--- src/rtl/clkm_pkg.sv ---
`timescale 1ns/1ps
// Shared types for the clock meter. The control struct is packed so that
// its bit order matches control-word bits 26:0.
package clkm_pkg;
    localparam int GATE_W   = 16;
    localparam int SEL_W    = 7;
    localparam int CTRL_W   = 27;
    localparam int BUSY_BIT = 31;

    typedef struct packed {
        logic [SEL_W-1:0]  sel;       // 26:20 source index
        logic              src_gate;  // 19 pass source to counter
        logic              irq_en;    // 18 capture interrupt enable
        logic              cont;      // 17 continuous mode
        logic              en;        // 16 arm / run
        logic [GATE_W-1:0] gate_len;  // 15:0 window length minus one
    } ctrl_t;

    typedef enum logic [1:0] {ST_IDLE, ST_ARM, ST_RUN, ST_DONE} gate_state_e;
endpackage

--- src/rtl/clkm_tick_gen.sv ---
`timescale 1ns/1ps
// Microsecond prescaler: tick_o is high for one cycle out of every DIV.
// Assumes DIV >= 2; the counter runs freely from reset.
module clkm_tick_gen #(
    parameter int DIV = 250
) (
    input  logic clk,
    input  logic rst_n,
    output logic tick_o
);
    localparam int PW = (DIV > 1) ? $clog2(DIV) : 1;
    localparam logic [PW-1:0] LAST = PW'(DIV - 1);

    logic [PW-1:0] pre_q;

    assign tick_o = (pre_q == LAST);

    // Count reference cycles and wrap at DIV-1.
    always_ff @(posedge clk) begin
        if (!rst_n)      pre_q <= '0;
        else if (tick_o) pre_q <= '0;
        else             pre_q <= pre_q + 1'b1;
    end

    generate
        if (DIV > 1) begin : g_chk

            tick_single_chk: assert property (@(posedge clk) disable iff (!rst_n)
                tick_o |=> !tick_o);
        end
    endgenerate
endmodule

--- src/rtl/clkm_src_sync.sv ---
`timescale 1ns/1ps
// Source selection and synchronisation. Picks one source clock, gates it,
// passes it through two flops into the reference domain and flags rising
// edges. Assumes the source runs below half the reference frequency.
module clkm_src_sync #(
    parameter int NSRC  = 128,
    parameter int SEL_W = 7
) (
    input  logic             clk,
    input  logic             rst_n,
    input  logic [NSRC-1:0]  src_clk,
    input  logic [SEL_W-1:0] sel_i,
    input  logic             gate_en_i,
    output logic             edge_o
);
    logic picked;
    logic s1_q, s2_q, s3_q;

    // Select the source; out-of-range indices read as a quiet line.
    always_comb begin
        picked = 1'b0;
        for (int i = 0; i < NSRC; i++)
            if (sel_i == SEL_W'(i)) picked = src_clk[i];
    end

    // Two-flop synchroniser plus one history flop for edge detection.
    always_ff @(posedge clk) begin
        if (!rst_n) begin
            s1_q <= 1'b0;
            s2_q <= 1'b0;
            s3_q <= 1'b0;
        end else begin
            s1_q <= picked & gate_en_i;
            s2_q <= s1_q;
            s3_q <= s2_q;
        end
    end

    assign edge_o = s2_q & ~s3_q;


    gated_no_edge_chk: assert property (@(posedge clk) disable iff (!rst_n)
        !$past(gate_en_i, 2) |-> !edge_o);
endmodule

--- src/rtl/clkm_gate_ctl.sv ---
`timescale 1ns/1ps
// Gate window control, edge counter and result capture. Arms on en_i,
// opens the window on the next tick, counts edges for gate_len_i+1 ticks,
// and captures the saturating count in the cycle that busy falls.
module clkm_gate_ctl #(
    parameter int GATE_W = 16,
    parameter int CNT_W  = 20
) (
    input  logic              clk,
    input  logic              rst_n,
    input  logic              en_i,
    input  logic              cont_i,
    input  logic [GATE_W-1:0] gate_len_i,
    input  logic              tick_i,
    input  logic              edge_i,
    output logic              busy_o,
    output logic              capture_o,
    output logic [CNT_W-1:0]  result_o
);
    import clkm_pkg::*;

    localparam logic [CNT_W-1:0] CNT_MAX = '1;

    gate_state_e       st_q;
    logic [GATE_W-1:0] left_q;
    logic [CNT_W-1:0]  cnt_q, cnt_nxt, res_q;
    logic              busy_q;
    logic              last_tick;

    // Next count, held at the ceiling instead of wrapping.
    assign cnt_nxt   = (edge_i && cnt_q != CNT_MAX) ? cnt_q + 1'b1 : cnt_q;
    assign last_tick = tick_i && (left_q == '0);
    assign capture_o = en_i && (st_q == ST_RUN) && last_tick;

    // Window sequencing, counting and capture.
    always_ff @(posedge clk) begin
        if (!rst_n) begin
            st_q   <= ST_IDLE;
            busy_q <= 1'b0;
            cnt_q  <= '0;
            left_q <= '0;
            res_q  <= '0;
        end else if (!en_i) begin
            st_q   <= ST_IDLE;
            busy_q <= 1'b0;
        end else begin
            unique case (st_q)
                ST_IDLE: st_q <= ST_ARM;
                ST_ARM: if (tick_i) begin
                    st_q   <= ST_RUN;
                    busy_q <= 1'b1;
                    cnt_q  <= '0;
                    left_q <= gate_len_i;
                end
                ST_RUN: if (last_tick) begin
                    res_q  <= cnt_nxt;
                    busy_q <= 1'b0;
                    cnt_q  <= '0;
                    left_q <= gate_len_i;
                    if (!cont_i) st_q <= ST_DONE;
                end else begin
                    cnt_q  <= cnt_nxt;
                    busy_q <= 1'b1;
                    if (tick_i) left_q <= left_q - 1'b1;
                end
                default: st_q <= ST_DONE;
            endcase
        end
    end

    assign busy_o   = busy_q;
    assign result_o = res_q;


    cnt_saturate_chk: assert property (@(posedge clk) disable iff (!rst_n)
        (st_q == ST_RUN && en_i && cnt_q == CNT_MAX && !tick_i) |=> (cnt_q == CNT_MAX));

    result_on_fall_chk: assert property (@(posedge clk) disable iff (!rst_n)
        !$stable(res_q) |-> $fell(busy_q));

    stop_drops_busy_chk: assert property (@(posedge clk) disable iff (!rst_n)
        !en_i |=> !busy_q);
endmodule

--- src/rtl/clkm_meter.sv ---
`timescale 1ns/1ps
// Gated clock frequency meter top. Holds the control word and interrupt
// flag, provides the two-address read mux, and wires prescaler, source
// synchroniser and gate controller. Assumes REF_PER_US >= 2, CNT_W <= 20.
module clkm_meter #(
    parameter int NSRC       = 128,
    parameter int REF_PER_US = 250,
    parameter int CNT_W      = 20
) (
    input  logic            clk,
    input  logic            rst_n,
    input  logic            reg_wr,
    input  logic            reg_addr,
    input  logic [31:0]     reg_wdata,
    output logic [31:0]     reg_rdata,
    input  logic [NSRC-1:0] src_clk,
    output logic            irq
);
    import clkm_pkg::*;

    ctrl_t            ctrl_q;
    logic             irq_q;
    logic             tick, edge_pulse, busy, capture;
    logic [CNT_W-1:0] result;
    logic             ctrl_wr;

    assign ctrl_wr = reg_wr && !reg_addr;

    // Control register: written only at address 0.
    always_ff @(posedge clk) begin
        if (!rst_n)       ctrl_q <= '0;
        else if (ctrl_wr) ctrl_q <= ctrl_t'(reg_wdata[CTRL_W-1:0]);
    end

    // Sticky interrupt flag: set on capture, cleared by a write with en low.
    always_ff @(posedge clk) begin
        if (!rst_n)                           irq_q <= 1'b0;
        else if (ctrl_wr && !reg_wdata[16])   irq_q <= 1'b0;
        else if (capture && ctrl_q.irq_en)    irq_q <= 1'b1;
    end

    // Read mux for the two addresses.
    always_comb begin
        reg_rdata = '0;
        if (reg_addr) begin
            reg_rdata[CNT_W-1:0] = result;
        end else begin
            reg_rdata[CTRL_W-1:0] = ctrl_q;
            reg_rdata[BUSY_BIT]   = busy;
        end
    end

    assign irq = irq_q;

    clkm_tick_gen #(.DIV(REF_PER_US)) u_tick (
        .clk    (clk),
        .rst_n  (rst_n),
        .tick_o (tick)
    );

    clkm_src_sync #(.NSRC(NSRC), .SEL_W(SEL_W)) u_sync (
        .clk       (clk),
        .rst_n     (rst_n),
        .src_clk   (src_clk),
        .sel_i     (ctrl_q.sel),
        .gate_en_i (ctrl_q.src_gate),
        .edge_o    (edge_pulse)
    );

    clkm_gate_ctl #(.GATE_W(GATE_W), .CNT_W(CNT_W)) u_gate (
        .clk        (clk),
        .rst_n      (rst_n),
        .en_i       (ctrl_q.en),
        .cont_i     (ctrl_q.cont),
        .gate_len_i (ctrl_q.gate_len),
        .tick_i     (tick),
        .edge_i     (edge_pulse),
        .busy_o     (busy),
        .capture_o  (capture),
        .result_o   (result)
    );


    irq_on_capture_chk: assert property (@(posedge clk) disable iff (!rst_n)
        $rose(irq_q) |-> $fell(busy));
endmodule

--- config.mk ---
export PLATFORM = sky130hd
export DESIGN_NAME = clkm_meter
export DESIGN_NICKNAME = d
export VERILOG_FILES = /design/src/rtl/clkm_pkg.sv /design/src/rtl/clkm_tick_gen.sv /design/src/rtl/clkm_src_sync.sv /design/src/rtl/clkm_gate_ctl.sv /design/src/rtl/clkm_meter.sv
export SDC_FILE = /design/constraint.sdc
export NUM_CORES = 1
export LEC_CHECK = 0
export BUFFER_PORTS_ARGS = -buffer_cell sky130_fd_sc_hd__buf_4
export CORE_MARGIN = 1
export CORE_UTILIZATION = 30
export DETAILED_ROUTE_END_ITERATION = 10
export HOLD_SLACK_MARGIN = 0.03
export SLEW_MARGIN = 20
export SYNTH_ARGS = -nofsm -noshare
export SYNTH_HDL_FRONTEND = slang
export SYNTH_SLANG_ARGS = --single-unit
--- constraint.sdc ---
create_clock -name clk -period 3.5 [get_ports clk]
set_input_delay 0.175 -clock clk [delete_from_list [all_inputs] [get_ports clk]]
set_output_delay 0.175 -clock clk [all_outputs]
set_load 0.05 [all_outputs]
# Yosys cells after proc, flatten, opt, wreduce, memory -nomap -nowiden
# Index checks and enable logic that the tools add are counted.
[classes] eq_ne=135 addsub=3 bitwise=4 n_reduce_logical=21 mux=146
[op_table] operator="7-bit == test, second input constant" count=64
[op_table] operator="7-bit by 6-bit == test with 1-bit output, second input constant" count=32
[op_table] operator="1-bit 2-to-1 mux" count=131
[op_table] operator="7-bit by 5-bit == test with 1-bit output, second input constant" count=16
[op_table] operator="20-bit 2-to-1 mux" count=4
[op_table] operator="7-bit by 4-bit == test with 1-bit output, second input constant" count=8
[op_table] operator="16-bit 2-to-1 mux" count=3
[op_table] operator="20-bit one-hot mux with 2 select lines" count=1
[op_table] operator="16-bit one-hot mux with 2 select lines" count=1
[op_table] operator="7-bit by 3-bit == test with 1-bit output, second input constant" count=4
[op_table] operator="20-bit by 1-bit adder with 20-bit output, second input constant" count=1
[op_table] operator="20-bit != test, second input constant" count=1
[op_table] operator="16-bit logical NOT" count=1
[op_table] operator="16-bit by 1-bit subtractor with 16-bit output, second input constant" count=1
[op_table] operator="7-bit by 2-bit == test with 1-bit output, second input constant" count=2
[op_table] operator="3-bit AND reduction" count=3
[op_table] operator="8-bit by 1-bit adder with 8-bit output, second input constant" count=1
[op_table] operator="8-bit == test, second input constant" count=1
[op_table] operator="7-bit by 1-bit == test with 1-bit output, second input constant" count=1
[op_table] operator="1-bit logical AND" count=7
[op_table] operator="7-bit logical NOT" count=1
[op_table] operator="7-bit 2-to-1 mux" count=1
[op_table] operator="2-bit 2-to-1 mux" count=3
[op_table] operator="2-bit one-hot mux with 3 select lines" count=1
[op_table] operator="other kinds (14)" count=20
[totals] word_cells=325 inputBits=164 regBits=98 output_inout_bits=33

# Logic depth before layout (Yosys ltp)
[depth] depth_word=130 depth_mapped=13 depth_no_buf=10

# Modules after synthesis
# From an unflattened synthesis, not the netlist that was laid out.
[hier_totals] hier_cells=948 hier_area_um2=7218.2
[modules_own_cells] module="clkm_gate_ctl" n_inst=1 cells_each=435 seq_area_each_um2=1181.1 area_per_inst_um2=3427.0
[modules_own_cells] module="clkm_src_sync" n_inst=1 cells_each=312 seq_area_each_um2=60.1 area_per_inst_um2=2015.7
[modules_own_cells] module="clkm_meter" n_inst=1 cells_each=158 seq_area_each_um2=560.5 area_per_inst_um2=1408.9
[modules_own_cells] module="clkm_tick_gen" n_inst=1 cells_each=43 seq_area_each_um2=160.2 area_per_inst_um2=366.6

# Worst setup path after synthesis
# No wires, ideal clock.
[synth_path] path_kind="register to register" startpoint="reg u_tick.pre_q[0]" endpoint="reg u_gate.cnt_q[13]" setup_ns=0.128 path_buffers=2 t_arrival_ns=2.295 required_ns=3.372 synth_period_minus_slack_ns=2.423 stages_incl_launch_ff=12 slack_ns=1.077 path_cell_list="dfxtp_1 > ha_1 > nand3_1 > or4_1 > buf_2 > or4_4 > and2_4 > nand2_4 > buf_6 > nor2_1 > a221oi_2 > nor2_1"
[synth_between] elab_chain_cells=4 elab_cells_between_ends=6 classes_between="eq/ne: 2; mux: 2; reduce/logical: 2"
[synth_lines] item="start, declared" line_no="clkm_tick_gen.sv:14" text="logic [PW-1:0] pre_q;"
[synth_lines] item="start signal, assigned" line_no="clkm_tick_gen.sv:22" text="else pre_q <= pre_q + 1'b1;"
[synth_lines] item="8-bit == test *" line_no="clkm_tick_gen.sv:16" text="assign tick_o = (pre_q == LAST);"
[synth_lines] item="1-bit logical AND" line_no="clkm_gate_ctl.sv:32" text="assign last_tick = tick_i && (left_q == '0);"
[synth_lines] item="20-bit 2-to-1 mux" line_no="clkm_gate_ctl.sv:55" text="ST_RUN: if (last_tick) begin"
[synth_lines] item="20-bit one-hot mux with 2 select lines" line_no="clkm_gate_ctl.sv:47" text="unique case (st_q)"
[synth_lines] item="end signal, assigned" line_no="clkm_gate_ctl.sv:62" text="cnt_q <= cnt_nxt;"
[synth_lines] item="end, declared" line_no="clkm_gate_ctl.sv:26" text="logic [CNT_W-1:0] cnt_q, cnt_nxt, res_q;"
# Every way passes the cells marked *; elsewhere a longest branch is shown, timed or not.
# A chain may end at the register's enable or synchronous reset.

# Final worst setup path
[layout_path] startpoint="reg ctrl_q[23] (netlist bit)" endpoint="reg u_sync.s1_q"
[layout_between] elab_chain_cells=130 elab_cells_between_ends=257 classes_between="eq/ne: 127; mux: 128; bitwise: 1; reduce/logical: 1"
[layout_lines] item="start, declared" line_no="clkm_meter.sv:21" text="ctrl_t ctrl_q;"
[layout_lines] item="start signal, assigned" line_no="clkm_meter.sv:32" text="else if (ctrl_wr) ctrl_q <= ctrl_t'(reg_wdata[CTRL_W-1:0]);"
[layout_lines] item="7-bit logical NOT" line_no="clkm_src_sync.sv:23" text="if (sel_i == SEL_W'(i)) picked = src_clk[i];"
[layout_lines] item="1-bit 2-to-1 mux (127 in series)" line_no="clkm_src_sync.sv:23"
[layout_lines] item="1-bit 2-to-1 mux *" line_no="clkm_src_sync.sv:23"
[layout_lines] item="1-bit AND *" line_no="clkm_src_sync.sv:33" text="s1_q <= picked & gate_en_i;"
[layout_lines] item="end signal, assigned" line_no="clkm_src_sync.sv:33"
[layout_lines] item="end, declared" line_no="clkm_src_sync.sv:17" text="logic s1_q, s2_q, s3_q;"
# Marks and branches as above.

==> impl_metrics.toml <==
[detailed_routing]
post_drt_wl_per_cell_um = 18.44
route.vias.total = 7451
drcViolationCount = 0
viasPerCell = 5.423
antenna_left = 0
wirelength_mm = 25.34
detail_route.iter0.violations = 483
detailedRoute.firstPassIterationCount = 5

[place]
place_worst_setup_slack_ns = 0.6674
port_buffers = 187
routabilityCongestion = 0.9468
dpl.hpwl_mm = 19.07
place_inst = 1359

[sta]
timing.final.hold_violations = 0
unrepaired_setup_endpoints_after_global_routing = "false"
sum_of_negative_setup_slack_ns = 0
post-route-worst-setup-slack_ns = 0.5851
slew_headroom_pct = 52.24
time_the_worst_path_needs_with_i_o_delays_and_setup_ns = 2.915
fmax_mhz = 343.1
timing_worst_slew_pin_value_ns = 0.7154
final.period_utilization_pct = 83.28
timing.clock.skew_ns = 0.01029
setup_viol_count_final = 0
finalMaxSlewViolations = 0

[setup_path]
cp_data_required_time_ns = 3.73
crit_path_start_kind = "flip-flop"
cpPeakStageDelay_ns = 0.78
criticalPathCategory = "reg -> reg"
worst_path_arrival_ns = 3.14
end_kind = "flip-flop"
critical_path.slowest_cell = "sky130_fd_sc_hd__dfxtp_1"
crit_path_max_fanout = 21
worstPathCellList = "buf_4 > nand2b_1 > o21ai_0 > nand4_1 > a31oi_1 > a2111oi_0 > a211oi_1 > a211oi_1 > o22ai_1"
critPathMostFrequentCell = "sky130_fd_sc_hd__a211oi_1"

[cells_and_area]
fillCellCount = 2408
layout.cells.non_filler = 1374
antenna_cells_inserted = 0
nets = 1257
flow.area_growth_from_synthesis_pct = 27.40
multi_input_area_um2 = 4593
layout.core_utilization_pct = 39.14
regArea_um2 = 1964
final_layout_size_suffix_gt1_share_pct = 24.70

[power_and_ir_drop]
power.density_nw_per_um2 = 296.3
share_seq_of_total_power_pct = 44.2
worst_ir_drop_vdd_mv = 0.1848
power.clock.fraction_pct = 37.0
p_sw_uw = 696.4
net_switching_share_of_the_total_power_pct = 26.44
p_comb_share_pct = 18.7
power.static_leakage_nw = 3.465
p_int_mw = 1.937

[yosys]
synth-warning-count = 0
synthesis.instances = 937
netlist_area_um2 = 6977
ys_top_cells_by_count = "sky130_fd_sc_hd__nand2_1 (114), sky130_fd_sc_hd__dfxtp_1 (98), sky130_fd_sc_hd__o21ai_0 (80)"
yosys.cell_count.top_type = "sky130_fd_sc_hd__nand2_1"
synth_area_per_cell_um2 = 7.446
synth_flop_cell = "sky130_fd_sc_hd__dfxtp_1"
synth_seq_cells = 98
synth_top_cells_by_area = "sky130_fd_sc_hd__dfxtp_1 (28%), sky130_fd_sc_hd__nand2_1 (6.1%), sky130_fd_sc_hd__o21ai_0 (5.7%), sky130_fd_sc_hd__a21oi_1 (5.6%), sky130_fd_sc_hd__mux2_2 (4.4%)"
ys_seq_area_share_pct = 28.12
netlist-cell-type-count = 76
post-synth-top-area-cell = "sky130_fd_sc_hd__dfxtp_1"
ys_async_sr_fraction_pct = 0
yosysTopAreaCellShare_pct = 28.12
synth-edff-count = 0

[floorplanning]
pin_count = 197
die_x_um = 154.5
fp_rows = 55
die-area_um2 = 23870
die-height_um = 154.5
start_util_pct = 30.72
floorplan.core_area_um2 = 22710

[clocking]
htree_levels = 3
root_buffer = "sky130_fd_sc_hd__clkbuf_16"
cts.sinks = 98
clock_path_buffers = 2
cts_buffers = 9
cts_tree = "done"
post_cts_resized = 0
clkSlewWorstSetupHoldPaths_ns = 0.06
cts_hold_buf = 0
worst_skew_pair.late_latency_ns = 0.35
cts.repair_timing.setup_buffer_count = 0

[global_routing]
grt_overflow = 0
grt_use_met1_pct = 26.82
grtUsageMet3_pct = 2.690
global_route.usage.total_pct = 20.90
grt_pass1_wl_mm = 39.44
antenna_found_initial = 0
first_global_vias = 7008
grt_use_met2_pct = 36.07
pin_count_of_the_biggest_net_entering_global_routing = 66
top_usage_layer = "met2"

[hold_path]
worstHoldPathType = "in -> reg"

[status]
status = "complete, no violations"

[job]
drv.max_cap_violation_count = 0
metal layers:
| metal | vias to the layer above | routed length (um) | share of wire, % |
|---|---|---|---|
| met1 | 3448 | 11050 | 44 |
| li1 | 3676 | - | - |
| met5 | - | 0 | 0 |
| met2 | 295 | 12100 | 48 |
| met3 | 32 | 1661 | 6.6 |
| met4 | 0 | 530 | 2.1 |
power by group through the flow:
stage,clock network [mW],registers [mW],logic [mW]
floorplan,0,1.17,0.266
global placement,0,1.19,0.494
detailed placement,0,1.19,0.491
CTS,1.01,1.16,0.494
global route,1.05,1.17,0.529
finish,0.975,1.16,0.493
state kept, by name, indices dropped and copies added (netlist names):
name             flops
u_gate.left_q       16
u_tick.pre_q         8
irq                  1
u_sync.s2_q          1
u_gate.busy_o        1
u_gate.st_q          2
u_sync.s1_q          1
u_sync.s3_q          1
u_gate.cnt_q        20
u_gate.result_o     20
ctrl_q              27
worst max-delay path: cells and delay by family, from the launching register on:
kind / cells / cell delay, ns
AO/OA/AOI/OAI: 6 / 1.29
buffers and inverters: 1 / 0.29
flip-flops: 1 / 0.78
AND/OR/NAND/NOR: 2 / 0.43
final timing paths:
kind                                         startpoint                      end  slack (ns)  cells after the start
worst min-delay path                      reg_wdata[20]  ctrl_q[20]$_SDFFE_PN0P_        0.08                      3
worst min register to register   u_sync.s1_q$_SDFF_PN0_   u_sync.s2_q$_SDFF_PN0_        0.44                      1
worst max register to register  ctrl_q[23]$_SDFFE_PN0P_   u_sync.s1_q$_SDFF_PN0_        0.59                      9
worst max-delay path            ctrl_q[23]$_SDFFE_PN0P_   u_sync.s1_q$_SDFF_PN0_        0.59                      9
cells by family (layout without fill, tap and decap cells):
family | Yosys count | after routing | synth area share [%]
adder cells (fa/ha/maj) | 8 | 8 | 1.435
other | 1 | 4 | 0.05375
buffers and inverters | 99 | 248 | 6.241
AND/OR/NAND/NOR | 354 | 354 | 25.50
multiplexers | 54 | 54 | 8.411
AO/OA/AOI/OAI | 300 | 300 | 27.35
XOR/XNOR | 23 | 23 | 2.887
flip-flops | 98 | 98 | 28.12
placed cells by master, fill, tap and decap left out, types with 4 or more instances in the layout:
master                      Yosys  routed
sky130_fd_sc_hd__a2111oi_0      4       4
sky130_fd_sc_hd__a211oi_1      13      13
sky130_fd_sc_hd__a21boi_0      28      28
sky130_fd_sc_hd__a21o_1         6       6
sky130_fd_sc_hd__a21oi_1       78      78
sky130_fd_sc_hd__a22oi_1       10      10
sky130_fd_sc_hd__a31oi_1       11      11
sky130_fd_sc_hd__a32oi_1        7       7
sky130_fd_sc_hd__and2_1        13      13
sky130_fd_sc_hd__and3_1        11      11
sky130_fd_sc_hd__and3b_1        4       4
sky130_fd_sc_hd__and4_1         4       4
sky130_fd_sc_hd__buf_4          6     208
sky130_fd_sc_hd__clkbuf_16      0       9
sky130_fd_sc_hd__conb_1         1       4
sky130_fd_sc_hd__dfxtp_1       98      96
sky130_fd_sc_hd__ha_1           8       8
sky130_fd_sc_hd__inv_1         21      21
sky130_fd_sc_hd__mux2_2        27      27
sky130_fd_sc_hd__mux2i_1       26      26
sky130_fd_sc_hd__nand2_1      114     114
sky130_fd_sc_hd__nand2b_1      10      10
sky130_fd_sc_hd__nand3_1       25      25
sky130_fd_sc_hd__nand3b_1       8       8
sky130_fd_sc_hd__nand4_1        9       9
sky130_fd_sc_hd__nor2_1        67      67
sky130_fd_sc_hd__nor2b_1       20      19
sky130_fd_sc_hd__nor3_1        30      30
sky130_fd_sc_hd__nor3b_1        8       8
sky130_fd_sc_hd__nor4_1         5       5
sky130_fd_sc_hd__o211ai_1       8       8
sky130_fd_sc_hd__o21ai_0       80      80
sky130_fd_sc_hd__o221ai_1       6       6
sky130_fd_sc_hd__o22ai_1        9       9
sky130_fd_sc_hd__o31ai_1        4       4
sky130_fd_sc_hd__or3_1          8       8
sky130_fd_sc_hd__xnor2_1       13      13
sky130_fd_sc_hd__xor2_1        10      10
layout make-up:
class                      count  area share, %
clock buffer                  12          2.773
clock inverter                 3         0.4505
inverter                      23         0.9713
multi-input combinational    743          51.68
sequential                    98          22.10
tap                          285          4.012
timing repair buffer         210          18.02
stage by stage:
stage | total power, mW | hold slack, ns | instance area [um2]
finish | 2.633 | 0.07813 | 8889
global route | 2.747 | 0.08579 | 8889
CTS | 2.666 | 0.06600 | 8889
detailed placement | 1.681 | 0.4253 | 8602
global placement | 1.683 | 0.4318 | 8602
floorplan | 1.436 | 0.3110 | 6988
No activity file was read; power rests on OpenSTA's default activity.
